<file path="src/rtl/lcd_scan_pkg.sv">
package lcd_scan_pkg;
  localparam int unsigned ROW_W       = 2;
  localparam int unsigned COL_W       = 5;
  localparam int unsigned RAS_W       = 4;
  localparam int unsigned PIX_W       = 5;
  localparam int unsigned DM_AW       = 7;
  localparam int unsigned CODE_W      = 8;
  localparam int unsigned CG_AW       = 6;
  localparam int unsigned ROM_AW      = CODE_W + RAS_W;
  localparam int unsigned COLS_2L     = 16;
  localparam int unsigned COLS_4L     = 20;
  localparam int unsigned ROWS_2L     = 2;
  localparam int unsigned ROWS_4L     = 4;
  localparam int unsigned LAST_RAS_8  = 7;
  localparam int unsigned LAST_RAS_11 = 10;

  typedef struct packed {
    logic [ROW_W-1:0] row;
    logic [COL_W-1:0] col;
    logic [RAS_W-1:0] ras;
    logic             blink;
    logic             hit;
  } cell_tag_t;
endpackage

</file>
<file path="src/rtl/lcd_scan_seq.sv">
module lcd_scan_seq
  import lcd_scan_pkg::*;
#(
  parameter int unsigned BLINK_FRAMES = 16
) (
  input  logic             clk_i,
  input  logic             rst_ni,
  input  logic             four_line_i,
  input  logic             tall_font_i,
  output logic [ROW_W-1:0] row_o,
  output logic [COL_W-1:0] col_o,
  output logic [RAS_W-1:0] ras_o,
  output logic             blink_o
);
  localparam int unsigned FC_W = (BLINK_FRAMES > 1) ? $clog2(BLINK_FRAMES) : 1;

  logic [ROW_W-1:0] row_q, last_row;
  logic [COL_W-1:0] col_q, last_col;
  logic [RAS_W-1:0] ras_q, last_ras;
  logic [FC_W-1:0]  frm_q;
  logic             blink_q;

  assign last_ras = tall_font_i ? RAS_W'(LAST_RAS_11) : RAS_W'(LAST_RAS_8);
  assign last_col = four_line_i ? COL_W'(COLS_4L - 1) : COL_W'(COLS_2L - 1);
  assign last_row = four_line_i ? ROW_W'(ROWS_4L - 1) : ROW_W'(ROWS_2L - 1);

  always_ff @(posedge clk_i or negedge rst_ni) begin
    if (!rst_ni) begin
      row_q   <= '0;
      col_q   <= '0;
      ras_q   <= '0;
      frm_q   <= '0;
      blink_q <= 1'b1;
    end else if (ras_q >= last_ras) begin
      ras_q <= '0;
      if (col_q >= last_col) begin
        col_q <= '0;
        if (row_q >= last_row) begin
          row_q <= '0;
          // frame complete
          if (frm_q == FC_W'(BLINK_FRAMES - 1)) begin
            frm_q   <= '0;
            blink_q <= ~blink_q;
          end else begin
            frm_q <= frm_q + 1'b1;
          end
        end else begin
          row_q <= row_q + 1'b1;
        end
      end else begin
        col_q <= col_q + 1'b1;
      end
    end else begin
      ras_q <= ras_q + 1'b1;
    end
  end

  assign row_o   = row_q;
  assign col_o   = col_q;
  assign ras_o   = ras_q;
  assign blink_o = blink_q;
endmodule

</file>
<file path="src/rtl/lcd_cell_addr.sv">
module lcd_cell_addr
  import lcd_scan_pkg::*;
(
  input  logic             four_line_i,
  input  logic [ROW_W-1:0] row_i,
  input  logic [COL_W-1:0] col_i,
  input  logic [DM_AW-1:0] off_i,
  input  logic [DM_AW-1:0] cursor_i,
  output logic [DM_AW-1:0] addr_o,
  output logic             hit_o
);
  logic [7:0]       sum;
  logic [COL_W-1:0] pos;
  logic [5:0]       seg_add;
  logic [5:0]       lo;

  always_comb begin
    sum = 8'(off_i) + 8'(col_i);
    pos = four_line_i ? COL_W'(sum % 8'(COLS_4L)) : COL_W'(sum[3:0]);
    // interleaved segments: 4 + 8 + 8 cells per line
    if (pos < COL_W'(4))       seg_add = 6'd0;
    else if (pos < COL_W'(12)) seg_add = 6'd4;
    else                       seg_add = 6'd12;
    if (row_i[1]) seg_add = seg_add + ((pos < COL_W'(4)) ? 6'd4 : 6'd8);
    lo = 6'(pos) + seg_add;
    if (four_line_i) addr_o = {row_i[0], lo};
    else             addr_o = DM_AW'({row_i[0], pos[3:0]});
  end

  assign hit_o = (addr_o == cursor_i);
endmodule

</file>
<file path="src/rtl/lcd_glyph_addr.sv">
module lcd_glyph_addr
  import lcd_scan_pkg::*;
(
  input  logic              tall_i,
  input  logic [CODE_W-1:0] code_i,
  input  logic [RAS_W-1:0]  ras_i,
  output logic [CG_AW-1:0]  cg_addr_o,
  output logic [ROM_AW-1:0] rom_addr_o,
  output logic              user_o
);
  assign user_o     = (code_i[CODE_W-1:4] == '0);
  assign cg_addr_o  = tall_i ? {code_i[2:1], ras_i} : {code_i[2:0], ras_i[2:0]};
  assign rom_addr_o = {code_i, ras_i};
endmodule

</file>
<file path="src/rtl/lcd_pix_overlay.sv">
module lcd_pix_overlay
  import lcd_scan_pkg::*;
(
  input  logic              en_i,
  input  logic              ul_en_i,
  input  logic              blk_en_i,
  input  logic              tall_i,
  input  cell_tag_t         tag_i,
  input  logic              user_i,
  input  logic [CODE_W-1:0] cg_data_i,
  input  logic [CODE_W-1:0] rom_data_i,
  output logic [PIX_W-1:0]  pix_o
);
  logic             last_ras;
  logic [PIX_W-1:0] glyph;
  logic             unused_hi;

  assign unused_hi = ^{cg_data_i[CODE_W-1:PIX_W], rom_data_i[CODE_W-1:PIX_W]};
  assign last_ras  = tag_i.ras == (tall_i ? RAS_W'(LAST_RAS_11) : RAS_W'(LAST_RAS_8));

  always_comb begin
    glyph = user_i ? cg_data_i[PIX_W-1:0] : rom_data_i[PIX_W-1:0];
    if (tag_i.hit && ul_en_i && last_ras) glyph = '1;
    if (tag_i.hit && blk_en_i && tag_i.blink) glyph = ~glyph;
    pix_o = en_i ? glyph : '0;
  end
endmodule

</file>
<file path="src/rtl/lcd_row_renderer.sv">
module lcd_row_renderer
  import lcd_scan_pkg::*;
#(
  parameter int unsigned BLINK_FRAMES = 16
) (
  input  logic              clk_i,
  input  logic              rst_ni,
  input  logic              disp_en_i,
  input  logic              four_line_i,
  input  logic              tall_font_i,
  input  logic              ul_en_i,
  input  logic              blk_en_i,
  input  logic [DM_AW-1:0]  disp_off_i,
  input  logic [DM_AW-1:0]  cursor_addr_i,
  output logic [DM_AW-1:0]  dm_addr_o,
  input  logic [CODE_W-1:0] dm_data_i,
  output logic [CG_AW-1:0]  cg_addr_o,
  input  logic [CODE_W-1:0] cg_data_i,
  output logic [ROM_AW-1:0] rom_addr_o,
  input  logic [CODE_W-1:0] rom_data_i,
  output logic              valid_o,
  output logic [PIX_W-1:0]  pix_o,
  output logic [COL_W-1:0]  cell_col_o,
  output logic [ROW_W-1:0]  cell_row_o,
  output logic [RAS_W-1:0]  raster_o
);
  logic [ROW_W-1:0] row0;
  logic [COL_W-1:0] col0;
  logic [RAS_W-1:0] ras0;
  logic             blink0, hit0, user1, user2;
  logic             v1, v2, valid_q;
  cell_tag_t        tag0, tag1, tag2;
  logic [PIX_W-1:0] pix_c, pix_q;
  logic [COL_W-1:0] col_q;
  logic [ROW_W-1:0] row_q;
  logic [RAS_W-1:0] ras_q;

  lcd_scan_seq #(.BLINK_FRAMES(BLINK_FRAMES)) u_seq (
    .clk_i, .rst_ni, .four_line_i, .tall_font_i,
    .row_o(row0), .col_o(col0), .ras_o(ras0), .blink_o(blink0)
  );

  // stage 0: display address
  lcd_cell_addr u_addr (
    .four_line_i, .row_i(row0), .col_i(col0), .off_i(disp_off_i),
    .cursor_i(cursor_addr_i), .addr_o(dm_addr_o), .hit_o(hit0)
  );

  assign tag0 = '{row: row0, col: col0, ras: ras0, blink: blink0, hit: hit0};

  // stage 1: code returned, glyph address
  lcd_glyph_addr u_gaddr (
    .tall_i(tall_font_i), .code_i(dm_data_i), .ras_i(tag1.ras),
    .cg_addr_o, .rom_addr_o, .user_o(user1)
  );

  // stage 2: glyph returned, overlay
  lcd_pix_overlay u_ovl (
    .en_i(disp_en_i), .ul_en_i, .blk_en_i, .tall_i(tall_font_i),
    .tag_i(tag2), .user_i(user2), .cg_data_i, .rom_data_i, .pix_o(pix_c)
  );

  always_ff @(posedge clk_i or negedge rst_ni) begin
    if (!rst_ni) begin
      v1      <= 1'b0;
      v2      <= 1'b0;
      valid_q <= 1'b0;
      tag1    <= '0;
      tag2    <= '0;
      user2   <= 1'b0;
      pix_q   <= '0;
      col_q   <= '0;
      row_q   <= '0;
      ras_q   <= '0;
    end else begin
      v1      <= 1'b1;
      tag1    <= tag0;
      v2      <= v1;
      tag2    <= tag1;
      user2   <= user1;
      valid_q <= v2;
      pix_q   <= pix_c;
      col_q   <= tag2.col;
      row_q   <= tag2.row;
      ras_q   <= tag2.ras;
    end
  end

  assign valid_o    = valid_q;
  assign pix_o      = pix_q;
  assign cell_col_o = col_q;
  assign cell_row_o = row_q;
  assign raster_o   = ras_q;
endmodule

</file>
<file path="config.mk">
export PLATFORM = sky130hd
export DESIGN_NAME = lcd_row_renderer
export DESIGN_NICKNAME = d
export VERILOG_FILES = /design/src/rtl/lcd_scan_pkg.sv /design/src/rtl/lcd_scan_seq.sv /design/src/rtl/lcd_cell_addr.sv /design/src/rtl/lcd_glyph_addr.sv /design/src/rtl/lcd_pix_overlay.sv /design/src/rtl/lcd_row_renderer.sv
export SDC_FILE = /design/constraint.sdc
export NUM_CORES = 1
export LEC_CHECK = 0
export BUFFER_PORTS_ARGS = -buffer_cell sky130_fd_sc_hd__buf_4
export CORE_UTILIZATION = 40
export DETAILED_ROUTE_END_ITERATION = 8
export GPL_TIMING_DRIVEN = 1
export HOLD_SLACK_MARGIN = 0.15
export PLACE_DENSITY = 0.7
export SYNTH_ARGS = -nofsm -noshare
export SYNTH_HDL_FRONTEND = slang
export SYNTH_SLANG_ARGS = --single-unit
</file>
<file path="constraint.sdc">
create_clock -name clk_i -period 6.6 [get_ports clk_i]
set_input_delay 0.33 -clock clk_i [delete_from_list [all_inputs] [get_ports clk_i]]
set_output_delay 0.33 -clock clk_i [all_outputs]
set_load 0.05 [all_outputs]
</file>
==> flow_summary.toml <==
[route]
first_pass_iters = 4
vias = 2912
wl_per_cell_um = 14.3
drt_iter0_drc = 191
routed_wl_um = 7500
ant_nets = 0
route.detailed.drc = 0
viasPerCell = 5.54

[die]
die_y_um = 96.9
io_pins = 87
initial_core_util_pct = 41.3
core_area_um2 = 8720
die_w_um = 96.9
rows = 34
fp.dieArea_um2 = 9380

[worst_setup_path]
worstPathRequired_ns = 6.27
critical_path.startpoint_type = "flip-flop"
crit_type = "flip-flop to output port"
end_kind = "output port"
path_common_cell = "ha_1"
path_max_fanout = 8
critical_path_buf_inv_count = 1
path_cells = "ha_1 > fa_1 > a211oi_2 > or3_1 > o31ai_1 > a31o_2 > o32a_1 > o21ai_0 > a31oi_1 > and2_1 > or4_1 > ha_1 > ha_1 > or2_2 > o311ai_1 > o41ai_2 > buf_4"
slowest_delay_ns = 0.54
crit_family = "compound AO/OA/AOI/OAI gates"
cp.arrival_ns = 5.64
worst_path_max_delay_cell = "fa_1"

[grt]
grtUsageTotal_pct = 16.4
grt_pass1_wl_um = 12700
grt_max_degree = 63
grt_pass1_vias = 2670
antenna_found_initial = 0
overflow = 0

[cts]
cts-root-buf = "clkbuf_8"
clk_latency_ns = 0.33
postCtsSetupBuffers = 0
cts.clk_slew.worst_paths_ns = 0.06
cts-buffers-inserted = 9
cts_tree = "done"
hold_buffers = 3
cts_resized = 0
clkSinkCount = 62
htree_levels = 3
clk_path_buf_depth = 2

[pwr]
vdd_drop_max_mv = 0.193
power.density_nw_per_um2 = 494
p_leak_uw = 0.00195

[sta]
tightest_slew_ns = 0.846
hold_viol = 0
slew_headroom_pct = 43.6
report.final.slew_viol_count = 0
final.setup_skew_ns = 0.00830
finalCritPeriodShare_pct = 90.4
max_freq_mhz = 168
setup_tns_ns = 0
fin_ws_ns = 0.632
period_needed_ns = 5.97
rsz0062_at_grt = "no"
setup_viol = 0

[status]
outcome = "completed"

[run]
drv_cap = 0

[placed_design]
port_buffers = 72
dp_hpwl_um = 5360
pre_cts_ws_ns = 1.09
gp_congestion = 0.902
placed_cell_area_um2 = 4060

[yosys]
synth_edf_count = 0
yosysMostFrequentCell = "dfrtp_1"
synthTopCellsByArea = "dfrtp_1, ha_1, buf_4"
syn_avg_cell_area_um2 = 9.97
synth_area_um2 = 3600
synth_cell_type_count = 68
yosys_warnings = 0
yosys.area.top_type = "dfrtp_1"
synth.yosys.seq_area_share_pct = 43.1
syn_inst = 361
ys_ff_latch = 62
synth_nets = 424
synth_top_area_share_pct = 42.4
synth_common_cells = "dfrtp_1, a21oi_1, nand2_1"
synthFlopType = "dfrtp_1"
async_reset_ff_share_pct = 100

[finish]
final_layout_size_suffix_gt1_share_pct = 27.8
design_area_um2 = 4280
syn2layout_area_growth_pct = 18.9
nets = 477
utilization_pct = 49.1
n_antenna_cell = 0

[min_path]
min_path_type = "input port to flip-flop"
==> layout make-up <==
cell class                      instances  area [um2]
Timing Repair Buffer                   75         571
Multi-Input combinational cell        257        1800
Fill cell                             816        4440
Clock buffer                           11         141
Inverter                                9        33.8
Sequential cell                        62        1550
Clock inverter                          4        47.5
Tap cell                              108         135
==> layer usage <==
layer	routed length, um	global-route usage, %	vias to the layer above	share of wire [%]
li1	-	-	1415	-
met1	3320	21.7	1351	44
met2	3570	26.4	140	48
met3	562	4.05	6	7.5
met4	44	5.51	0	0.59
met5	0	0	-	0
==> placed cells by master (no fill, tap or decap), drive strengths merged, types with 3 or more instances in the layout <==
master       count
mux2             7
o22ai            3
inv              8
buf             72
or4              3
nor3            10
dlygate4sd3      3
o21ai           23
o211ai           3
nand4            4
xnor2            9
nand4b           3
and2             8
nor4             3
a21oi           27
nand3           10
or3              4
o2111ai          3
clkinv           3
a31oi            5
a31o             3
nor2b            5
clkbuf          11
nand2           21
a211oi           4
ha              17
dfrtp           61
mux2i            6
nand2b           4
nor2            20
xor2             6
o31ai            4
a21o             4
and3b            5
or2              4
and3             3
==> final timing paths <==
check                               startpoint             end  slack [ns]  depth (start not counted)
worst min register to register        tag1[12]        tag2[12]        0.34                          0
max in group asynchronous               rst_ni  u_seq.frm_q[0]        5.53                          2
worst max register to register  u_seq.col_o[0]         tag1[0]        1.08                         18
worst min-delay path                 disp_en_i        pix_o[1]        0.27                          2
min in group asynchronous               rst_ni   cell_col_o[0]        0.61                          2
worst max-delay path            u_seq.col_o[0]    dm_addr_o[4]        0.63                         17
==> cell families after synthesis <==
group                    after synthesis  synth area share [%]
adder cells (fa/ha/maj)               18                  6.46
buffers and inverters                 42                  6.85
flip-flops                            62                  43.1
AND/OR/NAND/NOR                      113                  17.6
XOR/XNOR                              15                  3.65
multiplexers                          13                  3.86
other                                  1                 0.104
AO/OA/AOI/OAI                         97                  18.3
==> state kept, by name, indices dropped and copies added, names as in the netlist <==
name           flops
valid_o            1
user2              1
cell_col_o         5
u_seq.blink_o      1
v1                 1
u_seq.col_o        5
tag2              13
u_seq.frm_q        4
v2                 1
pix_o              5
u_seq.row_o        2
cell_row_o         2
tag1              13
raster_o           4
u_seq.ras_o        4
==> where the power goes <==
group	internal, uW	switching [uW]	total [uW]
clock network	181	131	312
registers	508	88.6	596
logic	428	779	1210
total	1120	998	2110
==> through the flow <==
stage	hold slack (ns)	total power, uW	cells
after floorplan	0.0344	1540	361
after global placement	0.331	1790	508
after detailed placement	0.335	1800	508
after CTS	0.253	2120	526
after global routing	0.265	2260	526
final	0.275	2110	526
No activity file was read; power rests on OpenSTA's default activity.
